==> src/rtl/sdbg_pkg.sv <==
package sdbg_pkg;

  localparam int HDR_BITS = 8;
  localparam int ACK_BITS = 3;
  localparam int DATA_BITS = 32;
  localparam int PAY_BITS = DATA_BITS + 1;
  localparam int CNT_W = $clog2(PAY_BITS + 1);

  localparam logic [2:0] ACK_OK    = 3'b001;
  localparam logic [2:0] ACK_WAIT  = 3'b010;
  localparam logic [2:0] ACK_FAULT = 3'b100;

  typedef enum logic [2:0] {
    ST_IDLE,
    ST_HDR,
    ST_TRN_H,
    ST_ACK,
    ST_TRN_W,
    ST_WDAT,
    ST_RDAT,
    ST_TRN_E
  } seq_state_t;

  // odd-count parity of the four header fields
  function automatic logic hdr_parity(input logic ap, input logic rd,
                                      input logic [1:0] addr);
    return ap ^ rd ^ addr[0] ^ addr[1];
  endfunction

  // odd-count parity of a data word
  function automatic logic word_parity(input logic [DATA_BITS-1:0] w);
    return ^w;
  endfunction

  // header laid out in wire order, bit 0 leaves first
  function automatic logic [HDR_BITS-1:0] build_hdr(input logic ap, input logic rd,
                                                   input logic [1:0] addr);
    logic [HDR_BITS-1:0] h;
    h[0] = 1'b1;
    h[1] = ap;
    h[2] = rd;
    h[3] = addr[0];
    h[4] = addr[1];
    h[5] = hdr_parity(ap, rd, addr);
    h[6] = 1'b0;
    h[7] = 1'b1;
    return h;
  endfunction

endpackage

==> src/rtl/sdbg_clkdiv.sv <==
module sdbg_clkdiv #(
  parameter int HALF_DIV = 4
) (
  input  logic clk,
  input  logic rst_n,
  input  logic run,
  output logic link_clk,
  output logic rise_tick,
  output logic fall_tick
);
  localparam int CW = (HALF_DIV > 1) ? $clog2(HALF_DIV) : 1;
  localparam logic [CW-1:0] LAST = CW'(HALF_DIV - 1);

  logic [CW-1:0] cnt_q;
  logic          ph_q;
  logic          half_end;

  assign half_end  = run && (cnt_q == LAST);
  assign rise_tick = half_end && !ph_q;
  assign fall_tick = half_end && ph_q;
  assign link_clk  = ph_q;

  always_ff @(posedge clk or negedge rst_n) begin
    if (!rst_n) begin
      cnt_q <= '0;
      ph_q  <= 1'b0;
    end else if (!run) begin
      cnt_q <= '0;
      ph_q  <= 1'b0;
    end else if (half_end) begin
      cnt_q <= '0;
      ph_q  <= ~ph_q;
    end else begin
      cnt_q <= cnt_q + 1'b1;
    end
  end

  // an idle divider leaves the link clock low
  p_idle_low_r1: assert property (@(posedge clk) disable iff (!rst_n)
    !run |=> !link_clk);

  // the clock never rises or falls mid half-period
  p_half_hold_r2: assert property (@(posedge clk) disable iff (!rst_n)
    (run && !half_end) |=> $stable(link_clk));

endmodule

==> src/rtl/sdbg_hdr.sv <==
module sdbg_hdr
  import sdbg_pkg::*;
(
  input  logic                ap,
  input  logic                rd,
  input  logic [1:0]          addr,
  output logic [HDR_BITS-1:0] hdr
);
  always_comb begin
    hdr = build_hdr(ap, rd, addr);
    // fields plus parity always hold an even count of ones
    p_hdr_even_r4: assert ((hdr[1] + hdr[2] + hdr[3] + hdr[4] + hdr[5]) % 2 == 0);
  end
endmodule

==> src/rtl/sdbg_seq.sv <==
module sdbg_seq
  import sdbg_pkg::*;
(
  input  logic                 clk,
  input  logic                 rst_n,
  input  logic                 start,
  input  logic                 rd,
  input  logic [HDR_BITS-1:0]  hdr,
  input  logic [DATA_BITS-1:0] wdata,
  input  logic                 bit_end,
  input  logic                 din,
  output logic                 busy,
  output logic                 dout,
  output logic                 doe,
  output logic [2:0]           ack,
  output logic [DATA_BITS-1:0] rdata,
  output logic                 perr,
  output logic                 done
);
  seq_state_t           st_q;
  logic [CNT_W-1:0]     bit_q;
  logic [PAY_BITS-1:0]  tx_q;
  logic [PAY_BITS-1:0]  wbuf_q;
  logic [PAY_BITS-1:0]  rx_q;
  logic                 rd_q;

  // named internal events
  logic                 take_cmd;
  logic                 hdr_last;
  logic                 ack_last;
  logic                 pay_last;
  logic [2:0]           ack_next;
  logic [PAY_BITS-1:0]  rx_next;
  logic                 ack_is_ok;
  logic                 rx_par_bad;

  assign busy       = (st_q != ST_IDLE);
  assign take_cmd   = start && !busy;
  assign hdr_last   = (bit_q == CNT_W'(HDR_BITS - 1));
  assign ack_last   = (bit_q == CNT_W'(ACK_BITS - 1));
  assign pay_last   = (bit_q == CNT_W'(PAY_BITS - 1));
  assign ack_next   = {din, ack[2:1]};
  assign rx_next    = {din, rx_q[PAY_BITS-1:1]};
  assign ack_is_ok  = (ack_next == ACK_OK);
  assign rx_par_bad = rx_next[PAY_BITS-1] != word_parity(rx_next[DATA_BITS-1:0]);

  always_ff @(posedge clk or negedge rst_n) begin
    if (!rst_n) begin
      st_q   <= ST_IDLE;
      bit_q  <= '0;
      tx_q   <= '0;
      wbuf_q <= '0;
      rx_q   <= '0;
      rd_q   <= 1'b0;
      dout   <= 1'b0;
      doe    <= 1'b1;
      ack    <= '0;
      rdata  <= '0;
      perr   <= 1'b0;
      done   <= 1'b0;
    end else begin
      done <= 1'b0;
      if (take_cmd) begin
        st_q   <= ST_HDR;
        bit_q  <= '0;
        tx_q   <= PAY_BITS'(hdr);
        wbuf_q <= {word_parity(wdata), wdata};
        rd_q   <= rd;
        dout   <= hdr[0];
        doe    <= 1'b1;
        ack    <= '0;
        rdata  <= '0;
        perr   <= 1'b0;
      end else if (bit_end) begin
        unique case (st_q)
          ST_HDR: begin
            if (hdr_last) begin
              st_q  <= ST_TRN_H;
              doe   <= 1'b0;
              dout  <= 1'b0;
              bit_q <= '0;
            end else begin
              bit_q <= bit_q + 1'b1;
              tx_q  <= tx_q >> 1;
              dout  <= tx_q[1];
            end
          end
          ST_TRN_H: begin
            st_q  <= ST_ACK;
            bit_q <= '0;
          end
          ST_ACK: begin
            ack <= ack_next;
            if (ack_last) begin
              bit_q <= '0;
              if (!ack_is_ok)  st_q <= ST_TRN_E;
              else if (rd_q)   st_q <= ST_RDAT;
              else             st_q <= ST_TRN_W;
            end else begin
              bit_q <= bit_q + 1'b1;
            end
          end
          ST_TRN_W: begin
            st_q  <= ST_WDAT;
            doe   <= 1'b1;
            dout  <= wbuf_q[0];
            tx_q  <= wbuf_q;
            bit_q <= '0;
          end
          ST_WDAT: begin
            if (pay_last) begin
              st_q <= ST_IDLE;
              dout <= 1'b0;
              done <= 1'b1;
            end else begin
              bit_q <= bit_q + 1'b1;
              tx_q  <= tx_q >> 1;
              dout  <= tx_q[1];
            end
          end
          ST_RDAT: begin
            rx_q <= rx_next;
            if (pay_last) begin
              rdata <= rx_next[DATA_BITS-1:0];
              perr  <= rx_par_bad;
              st_q  <= ST_TRN_E;
            end else begin
              bit_q <= bit_q + 1'b1;
            end
          end
          ST_TRN_E: begin
            st_q <= ST_IDLE;
            doe  <= 1'b1;
            dout <= 1'b0;
            done <= 1'b1;
          end
          default: st_q <= ST_IDLE;
        endcase
      end
    end
  end

  // header bits are always host driven
  p_hdr_drive_r3: assert property (@(posedge clk) disable iff (!rst_n)
    (st_q == ST_HDR) |-> doe);

  // turnaround bits leave the line released
  p_trn_release_r5: assert property (@(posedge clk) disable iff (!rst_n)
    (st_q == ST_TRN_H || st_q == ST_TRN_W || st_q == ST_TRN_E) |-> !doe);

  // the acknowledge is received with the line released
  p_ack_release_r6: assert property (@(posedge clk) disable iff (!rst_n)
    (st_q == ST_ACK) |-> !doe);

  // read payload is received with the line released
  p_rdat_release_r8: assert property (@(posedge clk) disable iff (!rst_n)
    (st_q == ST_RDAT) |-> !doe);

  // write payload is host driven
  p_wdat_drive_r7: assert property (@(posedge clk) disable iff (!rst_n)
    (st_q == ST_WDAT) |-> doe);

  // a refused transaction returns no data
  p_nok_nodata_r10: assert property (@(posedge clk) disable iff (!rst_n)
    (done && ack != ACK_OK) |-> (rdata == '0 && !perr));

  // done is a single-cycle strobe
  p_done_pulse_r11: assert property (@(posedge clk) disable iff (!rst_n)
    done |=> !done);

  // a start while busy does not restart the header
  p_busy_ignore_r11: assert property (@(posedge clk) disable iff (!rst_n)
    (start && busy && st_q != ST_HDR) |=> (st_q != ST_HDR));

endmodule

==> src/rtl/sdbg_host.sv <==
module sdbg_host
  import sdbg_pkg::*;
#(
  parameter int HALF_DIV = 4
) (
  input  logic                 clk,
  input  logic                 rst_n,
  input  logic                 cmd_start,
  input  logic                 cmd_ap,
  input  logic                 cmd_rd,
  input  logic [1:0]           cmd_addr,
  input  logic [DATA_BITS-1:0] cmd_wdata,
  output logic [2:0]           rsp_ack,
  output logic [DATA_BITS-1:0] rsp_rdata,
  output logic                 rsp_perr,
  output logic                 rsp_done,
  output logic                 dbg_clk,
  output logic                 dbg_dout,
  output logic                 dbg_doe,
  input  logic                 dbg_din
);
  logic                busy;
  logic                rise_tick;
  logic                fall_tick;
  logic [HDR_BITS-1:0] hdr_word;

  sdbg_clkdiv #(.HALF_DIV(HALF_DIV)) u_div (
    .clk       (clk),
    .rst_n     (rst_n),
    .run       (busy),
    .link_clk  (dbg_clk),
    .rise_tick (rise_tick),
    .fall_tick (fall_tick)
  );

  sdbg_hdr u_hdr (
    .ap   (cmd_ap),
    .rd   (cmd_rd),
    .addr (cmd_addr),
    .hdr  (hdr_word)
  );

  sdbg_seq u_seq (
    .clk     (clk),
    .rst_n   (rst_n),
    .start   (cmd_start),
    .rd      (cmd_rd),
    .hdr     (hdr_word),
    .wdata   (cmd_wdata),
    .bit_end (fall_tick),
    .din     (dbg_din),
    .busy    (busy),
    .dout    (dbg_dout),
    .doe     (dbg_doe),
    .ack     (rsp_ack),
    .rdata   (rsp_rdata),
    .perr    (rsp_perr),
    .done    (rsp_done)
  );

  // host-side line changes happen only while the link clock is low
  p_host_edge_r2: assert property (@(posedge clk) disable iff (!rst_n)
    dbg_clk |-> ($stable(dbg_dout) && $stable(dbg_doe)));

  // the done strobe comes with the clock back at idle level
  p_done_idle_r1: assert property (@(posedge clk) disable iff (!rst_n)
    rsp_done |-> !dbg_clk);

  // the rise tick never arrives while idle
  p_tick_busy_r2: assert property (@(posedge clk) disable iff (!rst_n)
    rise_tick |-> busy);

endmodule

==> config.mk <==
export PLATFORM = sky130hd
export DESIGN_NAME = sdbg_host
export DESIGN_NICKNAME = d
export VERILOG_FILES = /design/src/rtl/sdbg_pkg.sv /design/src/rtl/sdbg_clkdiv.sv /design/src/rtl/sdbg_hdr.sv /design/src/rtl/sdbg_seq.sv /design/src/rtl/sdbg_host.sv
export SDC_FILE = /design/constraint.sdc
export NUM_CORES = 1
export LEC_CHECK = 0
export CORE_ASPECT_RATIO = 1.1
export CORE_MARGIN = 2
export CORE_UTILIZATION = 60
export DETAILED_ROUTE_END_ITERATION = 10
export PLACE_DENSITY = 0.83
export SETUP_SLACK_MARGIN = 0.3
export SLEW_MARGIN = 20
export SYNTH_ARGS = -nofsm -noshare
export SYNTH_HDL_FRONTEND = slang
export SYNTH_HIERARCHICAL = 1
export SYNTH_SLANG_ARGS = --single-unit
export TNS_END_PERCENT = 1
==> constraint.sdc <==
create_clock -name clk -period 5.7 [get_ports clk]
set_clock_uncertainty 0.15 [all_clocks]
set_input_delay 1.71 -clock clk [delete_from_list [all_inputs] [get_ports clk]]
set_output_delay 1.71 -clock clk [all_outputs]
set_load 0.02 [all_outputs]
==> parameters.txt <==
Parameter                              Value

Outcome
  Run status    finished clean

Worst setup path
  End point of the critical path    u_seq/tx_q[10]
  CP Cell Sequence    clkdlybuf4s50_1 > nor4b_4 > nor2_1 > a311oi_1 > o21ai_4 > buf_4 > o31ai_1
  Top delay family on crit path    buffers and inverters
  Instance count on the critical path    7
  Category of the most critical setup path    input port to flip-flop
  Worst R2R Setup Slack    about 2.5 ns
  Signal arrival time at the worst endpoint    3.87 ns
  Critical Path Slowest Stage Cell    clkdlybuf4s50_1
  Startpoint Class    input port
  Endpoint kind of the worst setup timing path    flip-flop
  Buffer and inverter count on the worst path    2
  Startpoint of the worst setup timing path    cmd_start
  Worst Path Required    about 6 ns
  End of the worst register-to-register path    u_seq/tx_q[10]
  CP max stage delay    around 0.56 ns
  Startpoint of the lowest-slack register-to-register path    u_seq/st_q[2]
  Reg2Reg Depth    7
  Largest driver fanout on the critical path    64

Die
  Area of the die    ~13000 µm²
  Vert. Die Dim    between 100 and 150 µm
  Core footprint    11900 µm²
  Boundary pin count    80
  Number of core rows    42
  Horizontal die dimension    between 100 and 150 µm
  Initial core utilization    around three fifths

Timing
  Max-slew violation count    0
  Total negative setup slack    0 ns
  Setup repair after global routing missed its margin    false
  Final critical path time including I/O delays and setup    between 3 and 4 ns
  Final-layout worst hold slack    0.288 ns
  Number of hold violations in the final report    0
  Setup-failing EPs final    0
  FMAX    269 MHz
  Max-slew headroom    a little over a quarter
  Final worst path period share    between 60% and 70%
  Pin slew with the least headroom to its limit    approximately 1.1 ns

Route
  Via density per instance    between 5 and 6
  Routed length per placed instance    between 15 and 20 µm
  Total detailed-routing wirelength    about 15 mm
  Pre-antenna DRT Iters    5
  Residual DRC    0
  Total via count in the routed design    about 5200
  Post-route ant nets    0
  Count of routing violations after the opening detailed-route iteration    between 500 and 600

GRT
  Met2 Use GR    between 40% and 50%
  GRT Resource Usage Total    between 20% and 30%
  Maximum number of pins on one net before global-route repair    77
  Met1 track demand over resource    32.7%
  First-pass GRT wire length    between 20 and 30 mm
  Congestion Overflow GR    0
  GR peak layer    met2
  Antenna violations before repair    0
  Number of global-route vias before repair    5336
  Fraction of met3 tracks used by global routing    roughly 7.0%

Clock network
  H-Tree Level Count    4
  Number of setup buffers added after CTS    0
  Clock tree from TritonCTS    done
  Number of buffers added to fix hold violations after cts    0
  Buffer type at the clock tree root    clkbuf_16
  PostCTS Resize Cnt    0
  Sink Count    149
  Number of buffers created by CTS    17
  Maximum clock path buffer count    2
  Clk slew on worst S/H paths    0.06 ns
  Worst-skew pair later-pin latency    0.42 ns

Worst hold path
  Path category of the worst min-delay check    flip-flop to flip-flop
  Hold-critical path depth    1

Layout
  Final cell area excluding filler cells    between 8000 and 9000 µm²
  Area growth, synth to finish    19.8%
  Number of fill cells in the layout    around 840
  Diodes inserted    0
  Number of nets in the final layout    829
  Share of cells above drive strength 1    11.5%

Power and ir drop
  Total leakage power    roughly 3.9 nW
  Worst IR drop on VDD    167 µV
  Pwr per Cell Area    ~270 nW/µm²

Placement
  Final estimated routing congestion in global placement    between 0.8 and 0.9
  Detailed-placement wirelength estimate    around 9.4 mm
  Port buffer count    79
  Cell area after placement    around 8000 µm²

Synthesis
  Cells after Synth    ~730
  Mean Syn Cell Area    between 9 and 10 µm²
  Ys Warns    6
  Cell Area, Synth    ~7200 µm²

Job
  Max-cap violations    0
## area by class of cell
type | count | area (µm²) | share of cell area [%]
Multi-Input combinational cell | 525 | 3240 | 37.5
Sequential cell | 149 | 3730 | 43.2
Clock inverter | 15 | 163 | 1.88
Clock buffer | 17 | 425 | 4.93
Timing Repair Buffer | 87 | 865 | 10.0
Inverter | 5 | 18.8 | 0.217
Tap cell | 154 | 193 | 2.23
## per-layer routing
layer / part of all wire [%] / up-vias / wire, µm
met5: 0 / - / 0
met3: 5.5 / 14 / 838
met2: 49 / 143 / 7440
li1: - / 2533 / -
met4: 1.1 / 0 / 171
met1: 44 / 2554 / 6650
## flip-flops by register name, summed over array words and instances (netlist names)
name,cells
u_div/cnt_q,2
u_div/link_clk,1
u_seq/ack,3
u_seq/bit_q,6
u_seq/doe,1
u_seq/done,1
u_seq/dout,1
u_seq/perr,1
u_seq/rd_q,1
u_seq/rdata,32
u_seq/rx_q,32
u_seq/st_q,3
u_seq/tx_q,32
u_seq/wbuf_q,33
## power by group
group	internal, mW	switching (mW)	leakage [nW]	total (mW)
clock	0.621	0.488	0.288	1.11
combinational	0.0836	0.0857	1.77	0.169
sequential	1.08	0.0148	1.81	1.10
total	1.79	0.589	3.86	2.37
## placed cells by master (no fill, tap or decap), drive strengths merged, types with 2 or more instances in the layout
master / instances
mux2i: 36
xnor2: 55
and3: 2
clkbuf: 17
nand3: 40
xor2: 11
o21ai: 24
inv: 13
nor2b: 2
clkinv: 5
nand4: 2
nand2b: 3
mux2: 33
nand2: 213
nor3: 4
o31ai: 28
a31oi: 2
nor2: 26
dfrtp: 148
buf: 9
conb: 3
nand3b: 2
a211oi: 2
a21oi: 13
a311oi: 2
and2: 3
ha: 4
clkdlybuf4s50: 78
## worst min-delay path by stage
stage	start	end
floorplan	u_div/cnt_q[0]	u_div/cnt_q[0]
global placement	u_div/cnt_q[0]	u_div/cnt_q[0]
detailed placement	u_div/cnt_q[0]	u_div/cnt_q[0]
CTS	u_div/cnt_q[0]	u_div/cnt_q[0]
global route	u_div/cnt_q[0]	u_div/cnt_q[0]
finish	u_div/cnt_q[0]	u_div/cnt_q[0]
## through the flow
step	utilization, %	std cells	power [mW]	worst slack (ns)
2_1_floorplan	-	728	1.21	2.56
3_3_place_gp	67.8	920	1.28	1.73
3_5_place_dp	67.8	920	1.28	1.62
4_1_cts	72.7	952	2.39	2.02
5_1_grt	72.7	952	2.47	1.85
6_report	72.7	952	2.37	1.98
No activity file was read; power rests on OpenSTA's default activity.
